**src/rtl/stall_buffer.sv**
```systemverilog
module stall_buffer #(
  parameter int DW        = 16,
  parameter int RW        = 32,
  parameter int STALL_LAT = 2,
  parameter int PIPE_LAT  = 6
) (
  input  logic          clk,
  input  logic          rst_n,
  input  logic          hold,
  input  logic          usr_req_valid,
  input  logic [DW-1:0] usr_req_data,
  output logic          mem_req_valid,
  output logic [DW-1:0] mem_req_data,
  input  logic          mem_rd_valid,
  input  logic [RW-1:0] mem_rd_data,
  output logic          usr_rd_valid,
  output logic [RW-1:0] usr_rd_data,
  output logic          ovf_err
);

  localparam int IN_DEPTH  = STALL_LAT;
  localparam int OUT_DEPTH = PIPE_LAT + STALL_LAT;
  localparam int IAW = (IN_DEPTH  > 1) ? $clog2(IN_DEPTH)  : 1;
  localparam int OAW = (OUT_DEPTH > 1) ? $clog2(OUT_DEPTH) : 1;
  localparam int ICW = $clog2(IN_DEPTH + 1);
  localparam int OCW = $clog2(OUT_DEPTH + 1);
  localparam logic [IAW-1:0] IN_LAST  = IAW'(IN_DEPTH - 1);
  localparam logic [OAW-1:0] OUT_LAST = OAW'(OUT_DEPTH - 1);
  localparam logic [ICW-1:0] IN_FULL  = ICW'(IN_DEPTH);
  localparam logic [OCW-1:0] OUT_FULL = OCW'(OUT_DEPTH);

  logic [DW-1:0]  in_mem  [IN_DEPTH];
  logic [RW-1:0]  out_mem [OUT_DEPTH];
  logic [IAW-1:0] in_wp, in_rp;
  logic [OAW-1:0] out_wp, out_rp;
  logic [ICW-1:0] in_cnt;
  logic [OCW-1:0] out_cnt;

  logic in_has, out_has, in_full, out_full;
  logic in_push, in_pop, in_take, out_push, out_pop, out_take;

  assign in_has   = in_cnt  != '0;
  assign out_has  = out_cnt != '0;
  assign in_full  = in_cnt  == IN_FULL;
  assign out_full = out_cnt == OUT_FULL;

  assign in_pop   = !hold && in_has;
  assign in_push  = usr_req_valid && (hold || in_has);
  assign in_take  = in_push && (!in_full || in_pop);

  assign out_pop  = !hold && out_has;
  assign out_push = mem_rd_valid && (hold || out_has);
  assign out_take = out_push && (!out_full || out_pop);

  assign mem_req_valid = !hold && (in_has || usr_req_valid);
  assign mem_req_data  = in_has ? in_mem[in_rp] : usr_req_data;
  assign usr_rd_valid  = !hold && (out_has || mem_rd_valid);
  assign usr_rd_data   = out_has ? out_mem[out_rp] : mem_rd_data;

  always_ff @(posedge clk) begin
    if (!rst_n) begin
      in_wp  <= '0;
      in_rp  <= '0;
      in_cnt <= '0;
    end else begin
      if (in_take) begin
        in_mem[in_wp] <= usr_req_data;
        in_wp <= (in_wp == IN_LAST) ? '0 : in_wp + 1'b1;
      end
      if (in_pop)
        in_rp <= (in_rp == IN_LAST) ? '0 : in_rp + 1'b1;
      case ({in_take, in_pop})
        2'b10:   in_cnt <= in_cnt + 1'b1;
        2'b01:   in_cnt <= in_cnt - 1'b1;
        default: in_cnt <= in_cnt;
      endcase
    end
  end

  always_ff @(posedge clk) begin
    if (!rst_n) begin
      out_wp  <= '0;
      out_rp  <= '0;
      out_cnt <= '0;
    end else begin
      if (out_take) begin
        out_mem[out_wp] <= mem_rd_data;
        out_wp <= (out_wp == OUT_LAST) ? '0 : out_wp + 1'b1;
      end
      if (out_pop)
        out_rp <= (out_rp == OUT_LAST) ? '0 : out_rp + 1'b1;
      case ({out_take, out_pop})
        2'b10:   out_cnt <= out_cnt + 1'b1;
        2'b01:   out_cnt <= out_cnt - 1'b1;
        default: out_cnt <= out_cnt;
      endcase
    end
  end

  always_ff @(posedge clk) begin
    if (!rst_n) ovf_err <= 1'b0;
    else        ovf_err <= (in_push && !in_take) || (out_push && !out_take);
  end

endmodule


```
**config.mk**
```make
export PLATFORM = sky130hd
export DESIGN_NAME = stall_buffer
export DESIGN_NICKNAME = d
export VERILOG_FILES = /design/src/rtl/stall_buffer.sv
export SDC_FILE = /design/constraint.sdc
export NUM_CORES = 1
export LEC_CHECK = 0
export CAP_MARGIN = 40
export CORE_UTILIZATION = 40
export DETAILED_ROUTE_END_ITERATION = 7
export DONT_BUFFER_PORTS = 1
export PLACE_DENSITY_LB_ADDON = 0.3
export SYNTH_ARGS = -nofsm -noshare
export SYNTH_HDL_FRONTEND = slang
export SYNTH_SLANG_ARGS = --single-unit
```
**constraint.sdc**
```tcl
create_clock -name clk -period 11.5 [get_ports clk]
set_clock_uncertainty 0.2 [all_clocks]
set_input_delay 3.45 -clock clk [delete_from_list [all_inputs] [get_ports clk]]
set_output_delay 3.45 -clock clk [all_outputs]
set_load 0.01 [all_outputs]
```
* Word level (Yosys, flattened, before mapping) *
Memory sizes are Yosys's and may differ from the RTL's. A register that Yosys moved wholly into a read port is not among the register bits.
Index checks and enable logic that the tools add are counted.
W data, S select, Z words.

operators by class
  add/subtract/negate cells = 8
  equal/unequal tests = 8
  multiplexer cells = 18
  reduce and logical (&&, ||, !) cells = 26

operators by type and width
  cell                   count
  $mux W32               1
  $mux W16               1
  $mux W3                4
  $logic_and A1 B1 Y1    10
  $mux W1                10
  $pmux W4 S2            1
  $logic_or A1 B1 Y1     7
  $add A3 B1 Y3 const B  2
  $eq A2 B2 Y1 const B   3
  $eq A3 B3 Y1 const B   2
  $reduce_bool A2 Y1     3
  $logic_not A1 Y1       5
  $add A4 B1 Y4 const B  1
  $eq A2 B1 Y1 const B   2
  $eq A4 B4 Y1 const B   1
  $pmux W2 S2            1
  $reduce_bool A4 Y1     1
  $sub A4 B1 Y4 const B  1
  $add A1 B1 Y1 const B  2
  $add A2 B1 Y2 const B  1
  $sub A2 B1 Y2 const B  1

word-level totals
  register bits after elaboration = 15
  bits in writable memories = 288
  bits of input ports = 53
  output and inout bits = 51
  memories = 2

memories
  name     words  width  read ports  clocked after memory_dff  write ports  line  text
  out_mem  8      32     1           1                         1            33    logic [RW-1:0] out_mem [OUT_DEPTH];
  in_mem   2      16     1           1                         1            32    logic [DW-1:0] in_mem [IN_DEPTH];

* Longest topological paths before layout *
  depth after elaboration = 7
  gate-level depth with buffers = 10
  depth with buffers taken out = 9

* Least setup slack after synthesis *
OpenSTA, ideal clock, no wires.

  kind = input port to flip-flop
  from = in hold
  to = mem out_mem[1][0] (enable)
  arrival time = 6.978 ns
  slack = 3.820 ns
  stages = 3
  path buffers = 0
  cell sequence = nor2b_1 -> o31ai_4 -> nor4_1

between the ends
  word-level cells in the longest chain between the ends = 7

ends and longest elaborated chain
  element                          line  text
  start: declaration               9     input logic hold,
  $logic_not A1 Y1                 51    assign out_pop = !hold && out_has;
  $logic_and A1 B1 Y1              51
  $logic_or A1 B1 Y1               53    assign out_take = out_push && (!out_full || out_pop);
  $logic_and A1 B1 Y1 *            53
  $mux W1 *                        86    if (out_take) begin
  $mux W1 *                        81    if (!rst_n) begin
  $mux W1 (implied by the code) *  87    out_mem[out_wp] <= mem_rd_data;
  end: declaration                 33

Every way passes the cells marked *; elsewhere a longest branch is shown, timed or not.

* Final worst setup path *
  from = in mem_rd_valid
  to = out usr_rd_valid

between the ends
  word-level cells in the longest chain between the ends = 2

ends and longest elaborated chain
  element              line  text
  start: declaration   14    input logic mem_rd_valid,
  $logic_or A1 B1 Y1   57    assign usr_rd_valid = !hold && (out_has || mem_rd_valid);
  $logic_and A1 B1 Y1  57
  end: declaration     16    output logic usr_rd_valid,

No other way between the ends.

==> flow_results.xml <==
<?xml version="1.0" encoding="UTF-8"?>
<metrics>
  <group name="critical_path">
    <metric name="cpMaxStageDelayCell" unit="">a21oi_1</metric>
    <metric name="cp_slowest_stage_delay" unit="ns">0.29</metric>
    <metric name="worst_path_dominant_cell_family" unit="">compound AO/OA/AOI/OAI gates</metric>
    <metric name="worst-endpoint-arrival" unit="ns">3.78</metric>
    <metric name="critical_path.n_buffers_inverters" unit="">1</metric>
    <metric name="ff2ff_path_depth" unit="">10</metric>
    <metric name="worst-path-stages" unit="">2</metric>
    <metric name="startpoint_type" unit="">input port</metric>
    <metric name="cp-end-kind" unit="">output port</metric>
    <metric name="path_class" unit="">input port to output port</metric>
    <metric name="required" unit="ns">7.85</metric>
    <metric name="cp_cell_sequence" unit="">inv_1 -&gt; a21oi_1</metric>
    <metric name="cp_max_fo" unit="">9</metric>
  </group>
  <group name="floorplanning">
    <metric name="design.portCount" unit="">104</metric>
    <metric name="row_count" unit="">63</metric>
    <metric name="standard_cell_core_area" unit="um2">29700</metric>
    <metric name="die_y" unit="um">176</metric>
    <metric name="die_width" unit="um">176</metric>
    <metric name="design.die.area" unit="um2">31000</metric>
    <metric name="floorplan.initialDensity" unit="%">40.8</metric>
  </group>
  <group name="drt">
    <metric name="postRouteAntennaNets" unit="">0</metric>
    <metric name="first_pass_iters" unit="">4</metric>
    <metric name="drc" unit="">0</metric>
    <metric name="vias" unit="">5761</metric>
    <metric name="detail_route.iter0.violations" unit="">417</metric>
    <metric name="routedWlPerCell" unit="um">21.8</metric>
    <metric name="via_density_per_instance" unit="">5.36</metric>
    <metric name="drt_wl_total" unit="um">23400</metric>
  </group>
  <group name="synthesis">
    <metric name="ys.warnings.count" unit="">0</metric>
    <metric name="mappedNetlistArea" unit="um2">12100</metric>
    <metric name="synth_top_area_share" unit="%">71.3</metric>
    <metric name="ys_types" unit="">36</metric>
    <metric name="syn-num-nets" unit="">704</metric>
    <metric name="yosys_register_bits" unit="">307</metric>
    <metric name="synthesized_netlist_cell_count" unit="">643</metric>
    <metric name="post-synth-top-area-cell" unit="">edfxtp_1</metric>
    <metric name="share_of_flip_flops_with_an_asynchronous_set_or_reset" unit="%">0</metric>
    <metric name="synth_area_per_cell" unit="um2">18.9</metric>
    <metric name="synth_sequential_area_ratio" unit="%">74.4</metric>
    <metric name="dominantRegCellSynth" unit="">edfxtp_1</metric>
    <metric name="synth.top_cells.by_area" unit="">edfxtp_1 (71%), mux4_2 (12%), mux2i_1 (4.3%), dfxtp_1 (3.1%), o21ai_0 (1.5%)</metric>
    <metric name="synth-edff-count" unit="">288</metric>
  </group>
  <group name="clock_network">
    <metric name="cts.path.max_buffers" unit="">3</metric>
    <metric name="cts-root-buf" unit="">clkbuf_16</metric>
    <metric name="postCtsSetupBuffers" unit="">0</metric>
    <metric name="post_cts_resized" unit="">0</metric>
    <metric name="ctsHoldBuffers" unit="">0</metric>
    <metric name="path_clk_slew" unit="ns">0.06</metric>
    <metric name="htree_num_levels" unit="">1</metric>
    <metric name="tritoncts_clock_tree" unit="">built</metric>
    <metric name="cts_bufs_inserted" unit="">31</metric>
    <metric name="tritoncts_num_sinks" unit="">307</metric>
    <metric name="clk-insertion-delay-late" unit="ns">0.55</metric>
  </group>
  <group name="timing">
    <metric name="final_period_minus_worst_setup_slack" unit="ns">7.43</metric>
    <metric name="rsz_0062_raised_after_global_routing" unit="">no</metric>
    <metric name="worst_setup_slack_after_layout" unit="ns">4.07</metric>
    <metric name="setup_viol_count_final" unit="">0</metric>
    <metric name="clock.fmax" unit="MHz">135</metric>
    <metric name="setup_tns" unit="ns">0</metric>
    <metric name="final.period_utilization" unit="%">64.6</metric>
    <metric name="slew_limit_fails" unit="">0</metric>
    <metric name="timing.slew.headroom" unit="%">41.8</metric>
    <metric name="finalHoldViolations" unit="">0</metric>
    <metric name="worst_pin_slew" unit="ns">0.871</metric>
    <metric name="fin_hold_ws" unit="ns">0.308</metric>
  </group>
  <group name="placed_design">
    <metric name="port-buffer-count" unit="">0</metric>
    <metric name="dp_slack" unit="ns">4.06</metric>
    <metric name="gp_congestion" unit="">0.694</metric>
    <metric name="post_detail_place_hpwl" unit="um">13500</metric>
    <metric name="placement.cell_area" unit="um2">12700</metric>
  </group>
  <group name="min_path">
    <metric name="holdPathStages" unit="">2</metric>
    <metric name="worstHoldPathType" unit="">flop to flop</metric>
  </group>
  <group name="final_layout">
    <metric name="drive_gt1_share" unit="%">21.2</metric>
    <metric name="antenna_cells" unit="">0</metric>
    <metric name="final_nets" unit="">722</metric>
    <metric name="postLayoutCellArea" unit="um2">13600</metric>
    <metric name="layout.filler_cells" unit="">2446</metric>
    <metric name="area_delta_synth_final" unit="%">12.4</metric>
  </group>
  <group name="power_and_ir_drop">
    <metric name="switching_share" unit="%">27.8</metric>
    <metric name="power.ir.vdd_worst" unit="mV">0.137</metric>
    <metric name="share_comb_of_total_power" unit="%">19.0</metric>
    <metric name="seqPwrFrac" unit="%">47.8</metric>
    <metric name="power_per_cell_area" unit="nW/um2">202</metric>
    <metric name="static-leakage-power" unit="nW">4.19</metric>
    <metric name="power.net_switching" unit="W">0.000769</metric>
    <metric name="share_clk_of_total_power" unit="%">33.1</metric>
    <metric name="internal_power" unit="W">0.00199</metric>
  </group>
  <group name="global_routing">
    <metric name="grt_max_degree" unit="">42</metric>
    <metric name="grt_antenna_before_repair" unit="">0</metric>
    <metric name="global_route_wire_length_before_repair" unit="um">35800</metric>
    <metric name="global_route.overflow_total" unit="">0</metric>
    <metric name="groute.usage.overall" unit="%">15.5</metric>
    <metric name="vias_in_the_first_global_route" unit="">6145</metric>
  </group>
  <group name="flow_run">
    <metric name="maxCapViolations" unit="">0</metric>
  </group>
  <group name="outcome">
    <metric name="outcome" unit="">completed</metric>
  </group>
</metrics>
## kinds of logic (layout without fill, tap and decap cells)
family	count (synthesis)	in the layout	synth area share [%]
AOI/OAI and AO/OA	69	69	3.12
xor gates and xnor gates	9	9	0.650
adders and majority gates	8	8	0.887
buffers and inverters	40	82	1.37
DFF	307	307	74.4
muxes	116	116	16.2
and+or+nand+nor	94	94	3.38
## cell usage after synthesis, types with 3 or more instances
cell type and instances:
edfxtp_1 288, mux4_2 64, mux2i_1 52, nand2_1 41, o21ai_0 36, nor2_1 31
a21oi_1 25, dfxtp_1 19, clkbuf_1 16, buf_2 10, buf_1 7, ha_1 7
nor3_1 7, xnor2_1 6, inv_1 5, nor4_1 3, or3_1 3, xor2_1 3
## cell type report
| type | instances | area, um2 | share of cell area [%] |
|---|---|---|---|
| well taps | 390 | 488 | 3.58 |
| clock buffers | 34 | 787 | 5.77 |
| repair buffers | 19 | 160 | 1.17 |
| clock inverters | 23 | 146 | 1.07 |
| flip-flops and latches | 307 | 9030 | 66.2 |
| multi-input cells | 296 | 3000 | 22.0 |
| inverters | 6 | 22.5 | 0.165 |
## tightest hold or removal path: cells and delay by family (launching register included)
| kind | cells | cell delay [ns] |
|---|---|---|
| compound gates | 2 | 0.15 |
| flops | 1 | 0.31 |
## registers in the layout (all words and copies together) (netlist names), named ones only
name,cells
in_cnt,2
in_mem,32
in_rp,1
in_wp,1
out_cnt,4
out_mem,256
out_rp,3
out_wp,3
ovf_err,1
## placed cells by master, fill, tap and decap left out, types with 7 or more instances in the layout
cell and count:
a21oi_1 25, buf_4 17, clkbuf_16 31, clkinv_1 10, clkinv_2 8, dfxtp_1 16, edfxtp_1 288, ha_1 7
mux2i_1 52, mux4_2 64, nand2_1 41, nor2_1 29, o21ai_0 36
## path summary, 6_finish.rpt
check	startpoint	end	slack (ns)
max	mem_rd_valid	usr_rd_valid	4.07
min	out_rp[1]	flop	0.31
max reg2reg	out_cnt[0]	out_cnt[3]	8.69
min reg2reg	out_rp[1]	flop	0.31
## metrics by stage
| stage | utilization, % | power, W | std cells |
|---|---|---|---|
| after CTS | 45.9 | 0.00280 | 1075 |
| after global routing | 45.9 | 0.00289 | 1075 |
| after floorplan | - | 0.00177 | 643 |
| final | 45.9 | 0.00276 | 1075 |
| after global placement | 42.6 | 0.00186 | 1014 |
| after detailed placement | 42.8 | 0.00188 | 1018 |
## power by group through the flow
stage / combinational, W / sequential [W] / clock [W]
floorplan: 0.000453 / 0.00131 / 0
global placement: 0.000517 / 0.00134 / 0
detailed placement: 0.000538 / 0.00135 / 0
CTS: 0.000540 / 0.00132 / 0.000937
global route: 0.000582 / 0.00133 / 0.000977
finish: 0.000526 / 0.00132 / 0.000915
## layer usage
layer  vias up  track usage, %  share of wire, %
met5         -               0                 0
met4         0            3.73               1.8
met3        33            3.17               6.1
met2       170            27.2                51
met1      2949            19.5                41
li1       2609               -                 -
(Power assumes the default switching activity.)
